**src/rtl/txt_blit_pkg.sv**
```systemverilog
package txt_blit_pkg;
  typedef enum logic [1:0] {
    CMD_COPY  = 2'd0,
    CMD_FILL  = 2'd1,
    CMD_WRITE = 2'd2,
    CMD_RSVD  = 2'd3
  } blit_cmd_e;

  typedef enum logic [1:0] {
    ST_IDLE  = 2'd0,
    ST_READ  = 2'd1,
    ST_WRITE = 2'd2
  } blit_st_e;

  function automatic logic [7:0] pack_attr(input logic [7:0] fg, input logic [7:0] bg);
    return {bg[3:0], fg[3:0]};
  endfunction
endpackage

```
**src/rtl/txt_blit_fifo.sv**
```systemverilog
module txt_blit_fifo #(
  parameter int DW    = 8,
  parameter int DEPTH = 16
) (
  input  logic          clk_i,
  input  logic          rst_ni,
  input  logic          push_i,
  input  logic [DW-1:0] data_i,
  input  logic          pop_i,
  output logic          full_o,
  output logic          empty_o,
  output logic [DW-1:0] head_o
);
  localparam int PW = $clog2(DEPTH);

  logic [DW-1:0] mem_q [DEPTH];
  logic [PW-1:0] wp_q, rp_q;
  logic [PW:0]   cnt_q;
  logic          do_push, do_pop;

  assign full_o  = (cnt_q == (PW+1)'(DEPTH));
  assign empty_o = (cnt_q == '0);
  assign head_o  = mem_q[rp_q];
  assign do_push = push_i && !full_o;
  assign do_pop  = pop_i && !empty_o;

  always_ff @(posedge clk_i or negedge rst_ni) begin
    if (!rst_ni) begin
      wp_q  <= '0;
      rp_q  <= '0;
      cnt_q <= '0;
    end else begin
      if (do_push) wp_q <= (wp_q == PW'(DEPTH-1)) ? '0 : wp_q + 1'b1;
      if (do_pop)  rp_q <= (rp_q == PW'(DEPTH-1)) ? '0 : rp_q + 1'b1;
      case ({do_push, do_pop})
        2'b10:   cnt_q <= cnt_q + 1'b1;
        2'b01:   cnt_q <= cnt_q - 1'b1;
        default: cnt_q <= cnt_q;
      endcase
    end
  end

  always_ff @(posedge clk_i) begin
    if (do_push) mem_q[wp_q] <= data_i;
  end
endmodule

```
**src/rtl/txt_blit_walk.sv**
```systemverilog
module txt_blit_walk #(
  parameter int COL_W = 8,
  parameter int ROW_W = 8,
  parameter int AW    = 16,
  parameter int VW_W  = 12,
  parameter int SH_W  = 2
) (
  input  logic             clk_i,
  input  logic             rst_ni,
  input  logic             load_i,
  input  logic             fwd_i,
  input  logic             step_i,
  input  logic [COL_W-1:0] width_i,
  input  logic [ROW_W-1:0] height_i,
  input  logic [COL_W-1:0] src_col_i,
  input  logic [ROW_W-1:0] src_row_i,
  input  logic [COL_W-1:0] dst_col_i,
  input  logic [ROW_W-1:0] dst_row_i,
  input  logic [SH_W-1:0]  shift_i,
  input  logic [VW_W-1:0]  vwidth_i,
  output logic [AW-1:0]    src_addr_o,
  output logic [AW-1:0]    dst_addr_o,
  output logic             last_o
);
  localparam int CPR_W = VW_W - 3;

  logic [COL_W-1:0] w_q, col_q, sc_q, dc_q;
  logic [ROW_W-1:0] h_q, row_q, sr_q, dr_q;
  logic [SH_W-1:0]  sh_q;
  logic [CPR_W-1:0] cpr_q;
  logic             fwd_q;

  function automatic logic [AW-1:0] cell_addr(input logic [COL_W:0] c, input logic [ROW_W:0] r);
    logic [AW-1:0] lin;
    lin = AW'(c) + AW'(r) * AW'(cpr_q);
    return lin << sh_q;
  endfunction

  always_ff @(posedge clk_i or negedge rst_ni) begin
    if (!rst_ni) begin
      w_q <= '0; h_q <= '0; col_q <= '0; row_q <= '0;
      sc_q <= '0; sr_q <= '0; dc_q <= '0; dr_q <= '0;
      sh_q <= '0; cpr_q <= '0; fwd_q <= 1'b1;
    end else if (load_i) begin
      w_q   <= width_i;
      h_q   <= height_i;
      sc_q  <= src_col_i;
      sr_q  <= src_row_i;
      dc_q  <= dst_col_i;
      dr_q  <= dst_row_i;
      sh_q  <= shift_i;
      cpr_q <= vwidth_i[VW_W-1:3];
      fwd_q <= fwd_i;
      col_q <= fwd_i ? '0 : width_i - 1'b1;
      row_q <= fwd_i ? '0 : height_i - 1'b1;
    end else if (step_i) begin
      if (fwd_q) begin
        if (col_q == w_q - 1'b1) begin
          col_q <= '0;
          row_q <= row_q + 1'b1;
        end else begin
          col_q <= col_q + 1'b1;
        end
      end else begin
        if (col_q == '0) begin
          col_q <= w_q - 1'b1;
          row_q <= row_q - 1'b1;
        end else begin
          col_q <= col_q - 1'b1;
        end
      end
    end
  end

  assign last_o = fwd_q ? (col_q == w_q - 1'b1 && row_q == h_q - 1'b1)
                        : (col_q == '0 && row_q == '0);
  assign src_addr_o = cell_addr({1'b0, sc_q} + {1'b0, col_q}, {1'b0, sr_q} + {1'b0, row_q});
  assign dst_addr_o = cell_addr({1'b0, dc_q} + {1'b0, col_q}, {1'b0, dr_q} + {1'b0, row_q});
endmodule

```
**src/rtl/txt_blit.sv**
```systemverilog
module txt_blit
  import txt_blit_pkg::*;
#(
  parameter int COL_W      = 8,
  parameter int ROW_W      = 8,
  parameter int AW         = 16,
  parameter int LEN_W      = 16,
  parameter int VW_W       = 12,
  parameter int SH_W       = 2,
  parameter int FIFO_DEPTH = 16
) (
  input  logic             clk_i,
  input  logic             rst_ni,
  input  logic             start_i,
  input  logic [1:0]       cmd_i,
  input  logic [COL_W-1:0] src_col_i,
  input  logic [ROW_W-1:0] src_row_i,
  input  logic [COL_W-1:0] dst_col_i,
  input  logic [ROW_W-1:0] dst_row_i,
  input  logic [COL_W-1:0] width_i,
  input  logic [ROW_W-1:0] height_i,
  input  logic [7:0]       fg_i,
  input  logic [7:0]       bg_i,
  input  logic [7:0]       fill_idx_i,
  input  logic [LEN_W-1:0] code_len_i,
  input  logic [SH_W-1:0]  shift_i,
  input  logic [VW_W-1:0]  vwidth_px_i,
  input  logic             code_valid_i,
  input  logic [7:0]       code_data_i,
  output logic             code_ready_o,
  output logic             mem_req_o,
  output logic             mem_we_o,
  output logic [AW-1:0]    mem_addr_o,
  output logic [15:0]      mem_wdata_o,
  input  logic [15:0]      mem_rdata_i,
  input  logic             mem_ack_i,
  output logic             busy_o,
  output logic             done_o
);
  blit_st_e         state_q;
  blit_cmd_e        cmd_q;
  logic [7:0]       attr_q, fill_q;
  logic [LEN_W-1:0] len_q, cnt_q;
  logic [15:0]      cell_q;
  logic             done_q;

  logic             accept, zero_job, fwd_sel, wr_done, last_cell, step;
  logic             fifo_full, fifo_empty, fifo_pop;
  logic [7:0]       fifo_head;
  logic [AW-1:0]    src_addr, dst_addr;
  logic             walk_last;

  assign accept   = start_i && (state_q == ST_IDLE);
  assign zero_job = (width_i == '0) || (height_i == '0) || (cmd_i == CMD_RSVD) ||
                    ((cmd_i == CMD_WRITE) && (code_len_i == '0));
  // overlap-safe direction: forward only when source lies after destination
  assign fwd_sel  = (cmd_i != CMD_COPY) || (src_row_i > dst_row_i) ||
                    ((src_row_i == dst_row_i) && (src_col_i > dst_col_i));

  txt_blit_walk #(
    .COL_W(COL_W), .ROW_W(ROW_W), .AW(AW), .VW_W(VW_W), .SH_W(SH_W)
  ) i_walk (
    .clk_i      (clk_i),
    .rst_ni     (rst_ni),
    .load_i     (accept && !zero_job),
    .fwd_i      (fwd_sel),
    .step_i     (step),
    .width_i    (width_i),
    .height_i   (height_i),
    .src_col_i  (src_col_i),
    .src_row_i  (src_row_i),
    .dst_col_i  (dst_col_i),
    .dst_row_i  (dst_row_i),
    .shift_i    (shift_i),
    .vwidth_i   (vwidth_px_i),
    .src_addr_o (src_addr),
    .dst_addr_o (dst_addr),
    .last_o     (walk_last)
  );

  txt_blit_fifo #(.DW(8), .DEPTH(FIFO_DEPTH)) i_fifo (
    .clk_i   (clk_i),
    .rst_ni  (rst_ni),
    .push_i  (code_valid_i),
    .data_i  (code_data_i),
    .pop_i   (fifo_pop),
    .full_o  (fifo_full),
    .empty_o (fifo_empty),
    .head_o  (fifo_head)
  );

  assign code_ready_o = !fifo_full;

  always_comb begin
    mem_req_o   = (state_q == ST_READ) ||
                  ((state_q == ST_WRITE) && ((cmd_q != CMD_WRITE) || !fifo_empty));
    mem_we_o    = (state_q == ST_WRITE);
    mem_addr_o  = (state_q == ST_READ) ? src_addr : dst_addr;
    mem_wdata_o = (cmd_q == CMD_COPY)  ? cell_q :
                  (cmd_q == CMD_WRITE) ? {fifo_head, attr_q} : {fill_q, attr_q};
  end

  assign wr_done   = (state_q == ST_WRITE) && mem_req_o && mem_ack_i;
  assign last_cell = walk_last || ((cmd_q == CMD_WRITE) && (cnt_q == len_q - 1'b1));
  assign step      = wr_done && !last_cell;
  assign fifo_pop  = wr_done && (cmd_q == CMD_WRITE);

  always_ff @(posedge clk_i or negedge rst_ni) begin
    if (!rst_ni) begin
      state_q <= ST_IDLE;
      cmd_q   <= CMD_COPY;
      attr_q  <= '0;
      fill_q  <= '0;
      len_q   <= '0;
      cnt_q   <= '0;
      cell_q  <= '0;
      done_q  <= 1'b0;
    end else begin
      done_q <= 1'b0;
      case (state_q)
        ST_IDLE: if (accept) begin
          cmd_q  <= blit_cmd_e'(cmd_i);
          attr_q <= pack_attr(fg_i, bg_i);
          fill_q <= fill_idx_i;
          len_q  <= code_len_i;
          cnt_q  <= '0;
          if (zero_job)                  done_q  <= 1'b1;
          else if (cmd_i == CMD_COPY)    state_q <= ST_READ;
          else                           state_q <= ST_WRITE;
        end
        ST_READ: if (mem_ack_i) begin
          cell_q  <= mem_rdata_i;
          state_q <= ST_WRITE;
        end
        ST_WRITE: if (wr_done) begin
          cnt_q <= cnt_q + 1'b1;
          if (last_cell) begin
            state_q <= ST_IDLE;
            done_q  <= 1'b1;
          end else if (cmd_q == CMD_COPY) begin
            state_q <= ST_READ;
          end
        end
        default: state_q <= ST_IDLE;
      endcase
    end
  end

  assign busy_o = (state_q != ST_IDLE);
  assign done_o = done_q;
endmodule

```
**config.mk**
```make
export PLATFORM = sky130hd
export DESIGN_NAME = txt_blit
export DESIGN_NICKNAME = d
export VERILOG_FILES = /design/src/rtl/txt_blit_pkg.sv /design/src/rtl/txt_blit_fifo.sv /design/src/rtl/txt_blit_walk.sv /design/src/rtl/txt_blit.sv
export SDC_FILE = /design/constraint.sdc
export NUM_CORES = 1
export LEC_CHECK = 0
export BUFFER_PORTS_ARGS = -buffer_cell sky130_fd_sc_hd__buf_2
export CAP_MARGIN = 25
export CORE_UTILIZATION = 30
export CTS_CLUSTER_SIZE = 14
export DETAILED_ROUTE_END_ITERATION = 8
export GPL_ROUTABILITY_DRIVEN = 1
export PLACE_DENSITY = 0.48
export RECOVER_POWER = 25
export SLEW_MARGIN = 5
export SYNTH_ARGS = -nofsm -noshare
export SYNTH_HDL_FRONTEND = slang
export SYNTH_SLANG_ARGS = --single-unit
```
**constraint.sdc**
```tcl
create_clock -name clk_i -period 20.9 [get_ports clk_i]
set_input_delay 4.18 -clock clk_i [delete_from_list [all_inputs] [get_ports clk_i]]
set_output_delay 4.18 -clock clk_i [all_outputs]
set_load 0.02 [all_outputs]
```
==> impl_metrics.tcl, run 1 <==
set metrics [dict create \
    gp_congestion 0.8386 \
    reg2reg_slack_ns 17.03 \
    cts_resized 0 \
    cts_max_level 2 \
    synthesis.area_sq_mm 0.02133 \
    synth_cells 2086 \
    max_freq_ghz 0.07814 \
    netlist_top_cells_area "dfrtp_1 (18%), edfxtp_1 (18%), fa_1 (12%)" \
    totalWireLength_mm 58.43 \
    synth.most_common_cell "nand2_1" \
    areaGrowthSynthToFinish_pct 14.00 \
    preCtsSetupSlack_ns 8.615 \
    ff2ff_path_depth 10 \
    fin_skew_ns 0.02076 \
    vias 15449 \
    io_pins 170 \
    cts_hold_buffers 0 \
    fp.dieW_um 268.6 \
    yosysSeqAreaShare 0.3657 \
    status "complete, but fails checks" \
    hold_violations 0 \
    via_per_inst 4.846 \
    ys_warn_count 0 \
    cts_tree "built" \
    row_count 97 \
    ys_ff_latch 286 \
    grt_pass1_wl_mm 91.34 \
    worst_slew_pin_slew_ns 3.356 \
    critical_path.startpoint "i_walk.row_q[1]$_DFFE_PN0P_" \
    grt_usage 0.1639 \
    setup_violations 0 \
    cp-start-kind "flop" \
    synth_area_leader_cell "dfrtp_1" \
    period_needed_ns 12.80 \
    max_slew_margin -1.237 \
    crit_path_end "mem_addr_o[14]" \
    cap_viol_max_count 1 \
    cts.sinks 286 \
    cp.arrival_ns 8.62 \
    syn_nets 2493 \
    synth_cell_types 82 \
    drv_slew 59 \
    violations "capacitance limit, slew limit" \
    syn_area_per_cell_sq_um 10.22 \
    async_flop_share 0.5524 \
    critPathMaxFanout 8 \
    grt_max_degree 77 \
    clk_latency_ns 0.56 \
    clk_pin_slew_worst_paths_ns 0.06 \
    ctsLongestPathBuffers 3 \
    drc 0 \
    die_y_um 268.6 \
    rsz0062_at_grt "false" \
    worstPathRequired_ns 16.72 \
    layout_setup_ws_ns 8.102 \
    period_share 0.6123 \
    holdCritPathClass "flop to flop" \
    synth_edf_count 128 \
    worstSetupPathType "flop to output pin" \
    final_util 0.3466 \
    dr.pass1.iters 5 \
    nets 2627 \
    synth_top_area_share 0.1842 \
    synth_flop_cell "dfrtp_1" \
    nFillCells 7209 \
    critPathCaptureType "output pin" \
    final_antenna_net_count 0 \
    drive_gt1_frac 0.1425 \
    cts_setup_buffers 0 \
    timing.rr.start "len_q[0]$_DFFE_PN0P_" \
    core_sq_mm 0.07015 \
    drtIter0Drc 821 \
    grt_pass1_vias 15873 \
    wl_per_cell_um 18.33 \
    r2r_end "i_walk.col_q[3]$_DFFE_PN0P_" \
    antenna_found_initial 16 \
    portBuffers 158 \
    die_area_sq_mm 0.07215 \
    clockRootBuffer "clkbuf_16" \
    yosys-top-cells-count "nand2_1 (339), inv_1 (209), dfrtp_1 (157)" \
    start_util 0.3040 \
    setup_tns_ns 0 \
    place_hpwl_mm 44.91 \
    cts-buffers-inserted 34 \
    overflow 0 \
]
-- state kept, by name (all words and copies together) (netlist names), 5 cells and up --
register	cells
i_fifo.mem_q	128
cell_q	16
cnt_q	16
len_q	16
i_walk.cpr_q	9
attr_q	8
fill_q	8
i_walk.col_q	8
i_walk.dc_q	8
i_walk.dr_q	8
i_walk.h_q	8
i_walk.row_q	8
i_walk.sc_q	8
i_walk.sr_q	8
i_walk.w_q	8
i_fifo.cnt_q	5
-- final cells by class --
class                   instances  area (sq um)  area share
repair buffers                178         942.2     0.03875
clock buffers                  49         947.2     0.03896
flip-flops and latches        286          7801      0.3209
multi-input cells            1511         12430      0.5114
clock inverters                12         220.2    0.009058
inverters                     209         784.5     0.03227
diodes                          3         7.507   0.0003088
well taps                     940          1176     0.04838
-- cells in the final DEF (no fill, tap or decap), types with 6 or more instances in the layout --
master,instances
o21ai_0,92
nor4_1,18
buf_4,19
a211oi_1,13
xnor2_1,63
o21bai_1,9
edfxtp_1,128
buf_2,149
ha_1,146
nand2b_1,29
fa_1,128
and2_1,85
or3_1,10
nor2b_1,27
mux2_2,38
nand4_1,15
a21o_1,13
nor3b_1,10
mux2i_1,25
and3_1,9
dfrtp_1,155
mux4_2,41
o22ai_1,13
a21oi_1,51
nand2_1,338
o21a_1,10
nor2_1,90
inv_1,209
xor2_1,52
clkbuf_16,34
nor3_1,32
o211ai_1,16
o31ai_1,6
clkbuf_1,20
a31oi_1,7
nand3_1,34
a2111oi_0,6
-- worst max-delay path, stage by stage, from the launching register on --
cell,delay (ns)
dfrtp_1,0.56
ha_1,0.31
a21o_1,0.20
a211oi_1,0.30
o21ai_0,0.20
and3_1,0.22
nor2_1,0.58
nand2_1,0.17
fa_1,0.57
inv_1,0.05
fa_1,0.50
inv_1,0.06
fa_1,0.54
inv_1,0.05
fa_1,0.48
inv_1,0.05
fa_1,0.49
inv_1,0.05
ha_1,0.32
or2_2,0.14
a21oi_1,0.10
a2111oi_0,0.88
o211a_1,0.27
nor4_1,0.07
nor4_1,0.31
nor3_1,0.09
a21oi_1,0.27
buf_2,0.23
-- kinds of logic (layout without fill, tap and decap cells) --
group / count (synthesis) / in the layout / synth area share
fa+ha+maj: 274 / 274 / 0.2058
flops: 286 / 286 / 0.3657
buf+inv: 289 / 448 / 0.05187
mux: 104 / 104 / 0.07510
xor+xnor: 117 / 117 / 0.04934
simple gates: 730 / 730 / 0.1652
compound gates: 286 / 286 / 0.08701
other cells: 0 / 3 / 0
-- metrics by stage --
stage / instance area, sq um / std cells / hold slack, ns
after floorplan: 21330 / 2086 / 0.4417
after global placement: 23130 / 3122 / 0.4606
after detailed placement: 23130 / 3123 / 0.4631
after CTS: 24300 / 3184 / 0.4779
after global routing: 24310 / 3186 / 0.4903
final: 24310 / 3188 / 0.4710
-- routing by layer --
metal,up-vias,share of wire,GRT usage
met5,-,0.0022,0
met4,20,0.024,0.04561
met3,92,0.047,0.03324
met2,260,0.48,0.2766
met1,7659,0.44,0.2119
li1,7418,-,-
-- worst min-delay path by stage --
stage / from / end / depth (start not counted)
global placement: attr_q[6]$_DFFE_PN0P_ / attr_q[6]$_DFFE_PN0P_ / 2
detailed placement: fill_q[0]$_DFFE_PN0P_ / fill_q[0]$_DFFE_PN0P_ / 2
floorplan: attr_q[0]$_DFFE_PN0P_ / attr_q[0]$_DFFE_PN0P_ / 2
CTS: fill_q[0]$_DFFE_PN0P_ / fill_q[0]$_DFFE_PN0P_ / 2
global route: fill_q[0]$_DFFE_PN0P_ / fill_q[0]$_DFFE_PN0P_ / 2
finish: attr_q[0]$_DFFE_PN0P_ / attr_q[0]$_DFFE_PN0P_ / 2
Power of run 1 is not shown: default switching activity piles up to over one toggle a cycle in this logic, so the estimate is an artifact.
==> inputs of run 2 (changes only) <==
--- a/config.mk
+++ b/config.mk
@@ -11,7 +11,7 @@
 export CTS_CLUSTER_SIZE = 14
 export DETAILED_ROUTE_END_ITERATION = 8
 export GPL_ROUTABILITY_DRIVEN = 1
-export PLACE_DENSITY = 0.48
+export PLACE_DENSITY = 0.49
 export RECOVER_POWER = 25
 export SLEW_MARGIN = 5
 export SYNTH_ARGS = -nofsm -noshare
==> constraint.sdc (replaced) <==
create_clock -name clk_i -period 10.65 [get_ports clk_i]
set_input_delay 2.13 -clock clk_i [delete_from_list [all_inputs] [get_ports clk_i]]
set_output_delay 2.13 -clock clk_i [all_outputs]
set_load 0.02 [all_outputs]
==> run 2 against run 1 <==
  * The flow still finishes with violations (capacitance limit, slew limit)
  * Global-route usage decreased by 0.26 points
  * Cell count hardly changed
  * Cell area shrank 0.22%
  * Sequential cell count did not move
  * Sequential share of layout area grew 0.081 points
  * Clock skew increased by 0.0041 ns
  * Count of clock-buffer cells in the layout fell by 3
  * Worst hold slack better by 0.0016 ns
  * Critical path depth is 1 lower
  * Wire length fell by 1.3%
  * First-iteration DRC count shrank 17%
  * Non-clock buffer count grew 6
==> impl_metrics.tcl, run 2 (same netlist as run 1, synthesis figures left out) <==
set metrics [dict create \
    status "complete, but fails checks" \
    violations "capacitance limit, slew limit" \
    max_freq_ghz 0.09851 \
    clk_latency_ns 0.55 \
    fin_skew_ns 0.02484 \
    cpMostUsedCell "inv_1" \
    core_sq_mm 0.07015 \
    vias 15564 \
    die_y_um 268.6 \
    fp.dieW_um 268.6 \
    dp_cells 3128 \
    worstSetupPathType "flop to output pin" \
    clk_pin_slew_worst_paths_ns 0.06 \
    period_needed_ns 10.15 \
    overflow 0 \
    period_share 0.9531 \
    whs_ns 0.4726 \
    grt_usage 0.1613 \
    regMostFlops "i_fifo.mem_q" \
    setup_tns_ns 0 \
    crit_slowest_cell "xor2_1" \
    max_slew_margin -0.3042 \
    cts_tree "built" \
    worst-path-buf-inv 8 \
    worstPathRequired_ns 8.52 \
    drive_gt1_frac 0.1464 \
    cp.arrival_ns 8.02 \
    cap_viol_max_count 1 \
    path_delay_family "adder cells" \
    portBuffers 158 \
    clockRootBuffer "clkbuf_16" \
    rsz0062_at_grt "false" \
    cp-start-kind "flop" \
    setup_violations 0 \
    worst_slew_pin_slew_ns 1.956 \
    dr.pass1.iters 5 \
    cts-buffers-inserted 34 \
    areaGrowthSynthToFinish_pct 13.75 \
    antenna_found_initial 13 \
    placed_area_sq_mm 0.02318 \
    critPathCaptureType "output pin" \
    critPathMaxFanout 9 \
    grt_pass1_vias 15753 \
    place_hpwl_mm 44.57 \
    io_pins 170 \
    grt_pass1_wl_mm 90.09 \
    fin_cells 3189 \
    holdCritPathClass "flop to flop" \
    final_common_cell "nand2_1" \
    grt_max_degree 77 \
    totalWireLength_mm 57.65 \
    wl_per_cell_um 18.08 \
    die_area_sq_mm 0.07215 \
    row_count 97 \
    hold_violations 0 \
    cts_max_level 2 \
    cts.sinks 286 \
    drtIter0Drc 682 \
    gp_congestion 0.8335 \
    final_area_sq_mm 0.02426 \
    drv_slew 38 \
    final_antenna_net_count 0 \
    crit_path_max_incr_delay_ns 0.66 \
    start_util 0.3040 \
    mostFrequentLayoutCells "nand2_1 (338), inv_1 (209), dfrtp_1 (153)" \
    drc 0 \
    largest_register_ffs 128 \
    ctsLongestPathBuffers 3 \
    nets 2633 \
    via_per_inst 4.881 \
]
-- run 2: cell types whose count changed in the layout (fill, tap and decap cells not counted), sizes merged --
cell,before,now
clkinvlp,0,2
bufinv,3,0
diode,3,1
clkbuf,58,55
buf,169,175
clkinv,8,7
inv,210,212
-- run 2: metal layers --
| metal | share of wire | track usage |
|---|---|---|
| met5 | 0.0019 | 0 |
| met3 | 0.045 | 0.03142 |
| met1 | 0.43 | 0.2041 |
| met4 | 0.022 | 0.04223 |
| met2 | 0.50 | 0.2799 |
-- run 2: worst paths after layout --
path | from | depth (start not counted) | slack (ns) | end
setup / recovery | i_walk.row_q[2]$_DFFE_PN0P_ | 26 | 0.50 | mem_addr_o[15]
hold / removal | fill_q[5]$_DFFE_PN0P_ | 2 | 0.47 | fill_q[5]$_DFFE_PN0P_
setup reg to reg | cmd_q[0]$_DFFE_PN0P_ | 13 | 6.68 | i_fifo.cnt_q[4]$_DFFE_PN0P_
hold reg to reg | fill_q[5]$_DFFE_PN0P_ | 2 | 0.47 | fill_q[5]$_DFFE_PN0P_
max in group asynchronous | rst_ni | 4 | 6.11 | i_walk.row_q[1]$_DFFE_PN0P_
min in group asynchronous | rst_ni | 1 | 2.13 | len_q[11]$_DFFE_PN0P_
-- run 2: area by class of cell --
type                    count  area, sq um
multi-input cells        1511        12460
flip-flops and latches    286         7804
well taps                 940         1176
repair buffers            184        999.7
clock inverters            12        111.4
clock buffers              46        915.9
fillers                  7226        45890
diodes                      1        2.502
inverters                 209        784.5
-- run 2: stage by stage --
stage	worst slack (ns)	utilization
CTS	0.1655	0.3451
floorplan	1.470	-
global route	0.01029	0.3458
detailed placement	0.7702	0.3305
global placement	0.7551	0.3302
finish	0.4991	0.3458
-- run 2: what timing repair did --
action / in CTS / in global routing
endpoints found under the setup margin: 0 / 5
setup buffers: 0 / 0
hold buffers: 0 / 0
resized for setup: 0 / 9
-- run 2: tightest hold or removal path, stage by stage (launching register included) --
cell and delay, ns:
dfrtp_1 0.34, nand2_1 0.05, nand2_1 0.05
Power of run 2 is left out for the same reason.
==> inputs of run 3 (changes only) <==
--- a/config.mk
+++ b/config.mk
@@ -7,6 +7,7 @@
 export LEC_CHECK = 0
 export BUFFER_PORTS_ARGS = -buffer_cell sky130_fd_sc_hd__buf_2
 export CAP_MARGIN = 25
+export CORE_MARGIN = 8
 export CORE_UTILIZATION = 30
 export CTS_CLUSTER_SIZE = 14
 export DETAILED_ROUTE_END_ITERATION = 8
==> run 3 against run 2 <==
  * The run still ends with capacitance limit, slew limit left
  * Setup slack improved by 0.015 ns
  * Global-route usage fell by 1.3 points
  * Utilization grew 0.14 points
  * Sequential cell count is the same
==> impl_metrics.tcl, run 3 (same netlist as run 1, synthesis figures left out) <==
set metrics [dict create \
    clk_latency_ns 0.55 \
    fp.dieW_um 282.6 \
    fin_skew_ns 0.02998 \
    cts-buffers-inserted 34 \
    areaGrowthSynthToFinish_pct 14.20 \
    violations "capacitance limit, slew limit" \
    nets 2634 \
    antenna_found_initial 18 \
    cp-start-kind "flop" \
    clockRootBuffer "clkbuf_16" \
    die_y_um 282.6 \
    portBuffers 158 \
    status "complete, but fails checks" \
    layout_setup_ws_ns 0.5136 \
    gp_congestion 0.8364 \
    max_slew_margin -2.333 \
    critical_path.startpoint "i_walk.row_q[2]$_DFFE_PN0P_" \
    holdCritPathClass "flop to flop" \
    drc 0 \
    critPathCaptureType "output pin" \
    grt_pass1_wl_mm 93.67 \
    grt_max_degree 100 \
    cap_viol_max_count 1 \
    cts_tree "built" \
    hold_violations 0 \
    critPathMaxFanout 8 \
    crit_path_max_incr_delay_ns 0.56 \
    regMostFlops "i_fifo.mem_q" \
    dr.pass1.iters 6 \
    max_freq_ghz 0.09865 \
    worst_slew_pin_slew_ns 5.000 \
    drive_gt1_frac 0.1501 \
    mostFrequentLayoutCells "nand2_1 (338), inv_1 (209), dfrtp_1 (153)" \
    start_util 0.3040 \
    preCtsSetupSlack_ns 0.6436 \
    r2r_end "i_fifo.cnt_q[4]$_DFFE_PN0P_" \
    totalWireLength_mm 59.20 \
    setup_violations 0 \
    cpMostUsedCell "fa_1" \
    nFillCells 7243 \
    io_pins 170 \
    crit_slowest_cell "or4_1" \
    place_hpwl_mm 45.61 \
    rsz0062_at_grt "false" \
    cts.sinks 286 \
    reg2reg_slack_ns 6.65 \
    drv_slew 87 \
    die_area_sq_mm 0.07987 \
    grt_pass1_vias 16449 \
    cts_max_level 2 \
    period_share 0.9518 \
    grt_usage 0.1485 \
    overflow 0 \
    core_sq_mm 0.07015 \
    clk_pin_slew_worst_paths_ns 0.06 \
    worstSetupPathType "flop to output pin" \
    via_per_inst 4.880 \
    worstPathRequired_ns 8.52 \
    min-delay-start "fill_q[0]$_DFFE_PN0P_" \
    largest_register_ffs 128 \
    drtIter0Drc 978 \
    final_antenna_net_count 0 \
    row_count 97 \
    vias 15610 \
    worstHoldEndpoint "fill_q[0]$_DFFE_PN0P_" \
    wl_per_cell_um 18.51 \
    ctsLongestPathBuffers 3 \
    period_needed_ns 10.14 \
    timing.rr.start "cmd_q[0]$_DFFE_PN0P_" \
    cp.arrival_ns 8.01 \
    min_path_cells 2 \
    setup_tns_ns 0 \
    final_common_cell "nand2_1" \
    ff2ff_path_depth 13 \
]
run 3: repair_timing:
item / in CTS / in global routing
hold buffers: 0 / 0
endpoints found under the setup margin: 0 / 5
setup buffers: 0 / 0
resized for setup: 0 / 13
run 3: final cells by class:
cell class,instances,area (sq um),share of cell area
antenna,7,17.52,0.0007192
clock buffer,46,925.9,0.03802
clock inverter,15,180.2,0.007398
inverter,209,784.5,0.03221
multi-input combinational,1511,12480,0.5123
sequential,286,7804,0.3204
tap,940,1176,0.04829
timing repair buffer,185,991.0,0.04069
run 3: worst max-delay path by stage:
stage	endpoint	slack (ns)	depth (start not counted)
after floorplan	mem_addr_o[15]	1.47	24
after global placement	mem_addr_o[14]	0.74	27
after detailed placement	mem_addr_o[14]	0.64	27
after CTS	mem_addr_o[14]	0.06	27
after global routing	mem_addr_o[15]	0.04	28
final	mem_addr_o[15]	0.51	25
run 3: metal layers:
metal	share of wire	global-route usage	wire length, um
met5	0.0016	0	93
met4	0.020	0.03575	1197
met3	0.053	0.03183	3155
met2	0.49	0.2568	29250
met1	0.43	0.1884	25500
run 3: worst max-delay path, delay by kind of cell (launching register included):
kind	cells	cell delay [ns]
compound gates	8	2.06
fa+ha+maj	7	3.25
buf+inv	6	0.56
flops	1	0.51
simple gates	4	1.09
run 3: through the flow:
| step | cells | area [sq um] | utilization | hold WS, ns |
|---|---|---|---|---|
| 3_3_place_gp | 3125 | 23150 | 0.3300 | 0.4596 |
| 4_1_cts | 3186 | 24250 | 0.3458 | 0.4775 |
| 6_report | 3199 | 24350 | 0.3472 | 0.4737 |
| 3_5_place_dp | 3125 | 23150 | 0.3300 | 0.4628 |
| 2_1_floorplan | 2086 | 21330 | - | 0.4417 |
| 5_1_grt | 3193 | 24340 | 0.3470 | 0.5007 |
Power of run 3 is left out for the same reason.
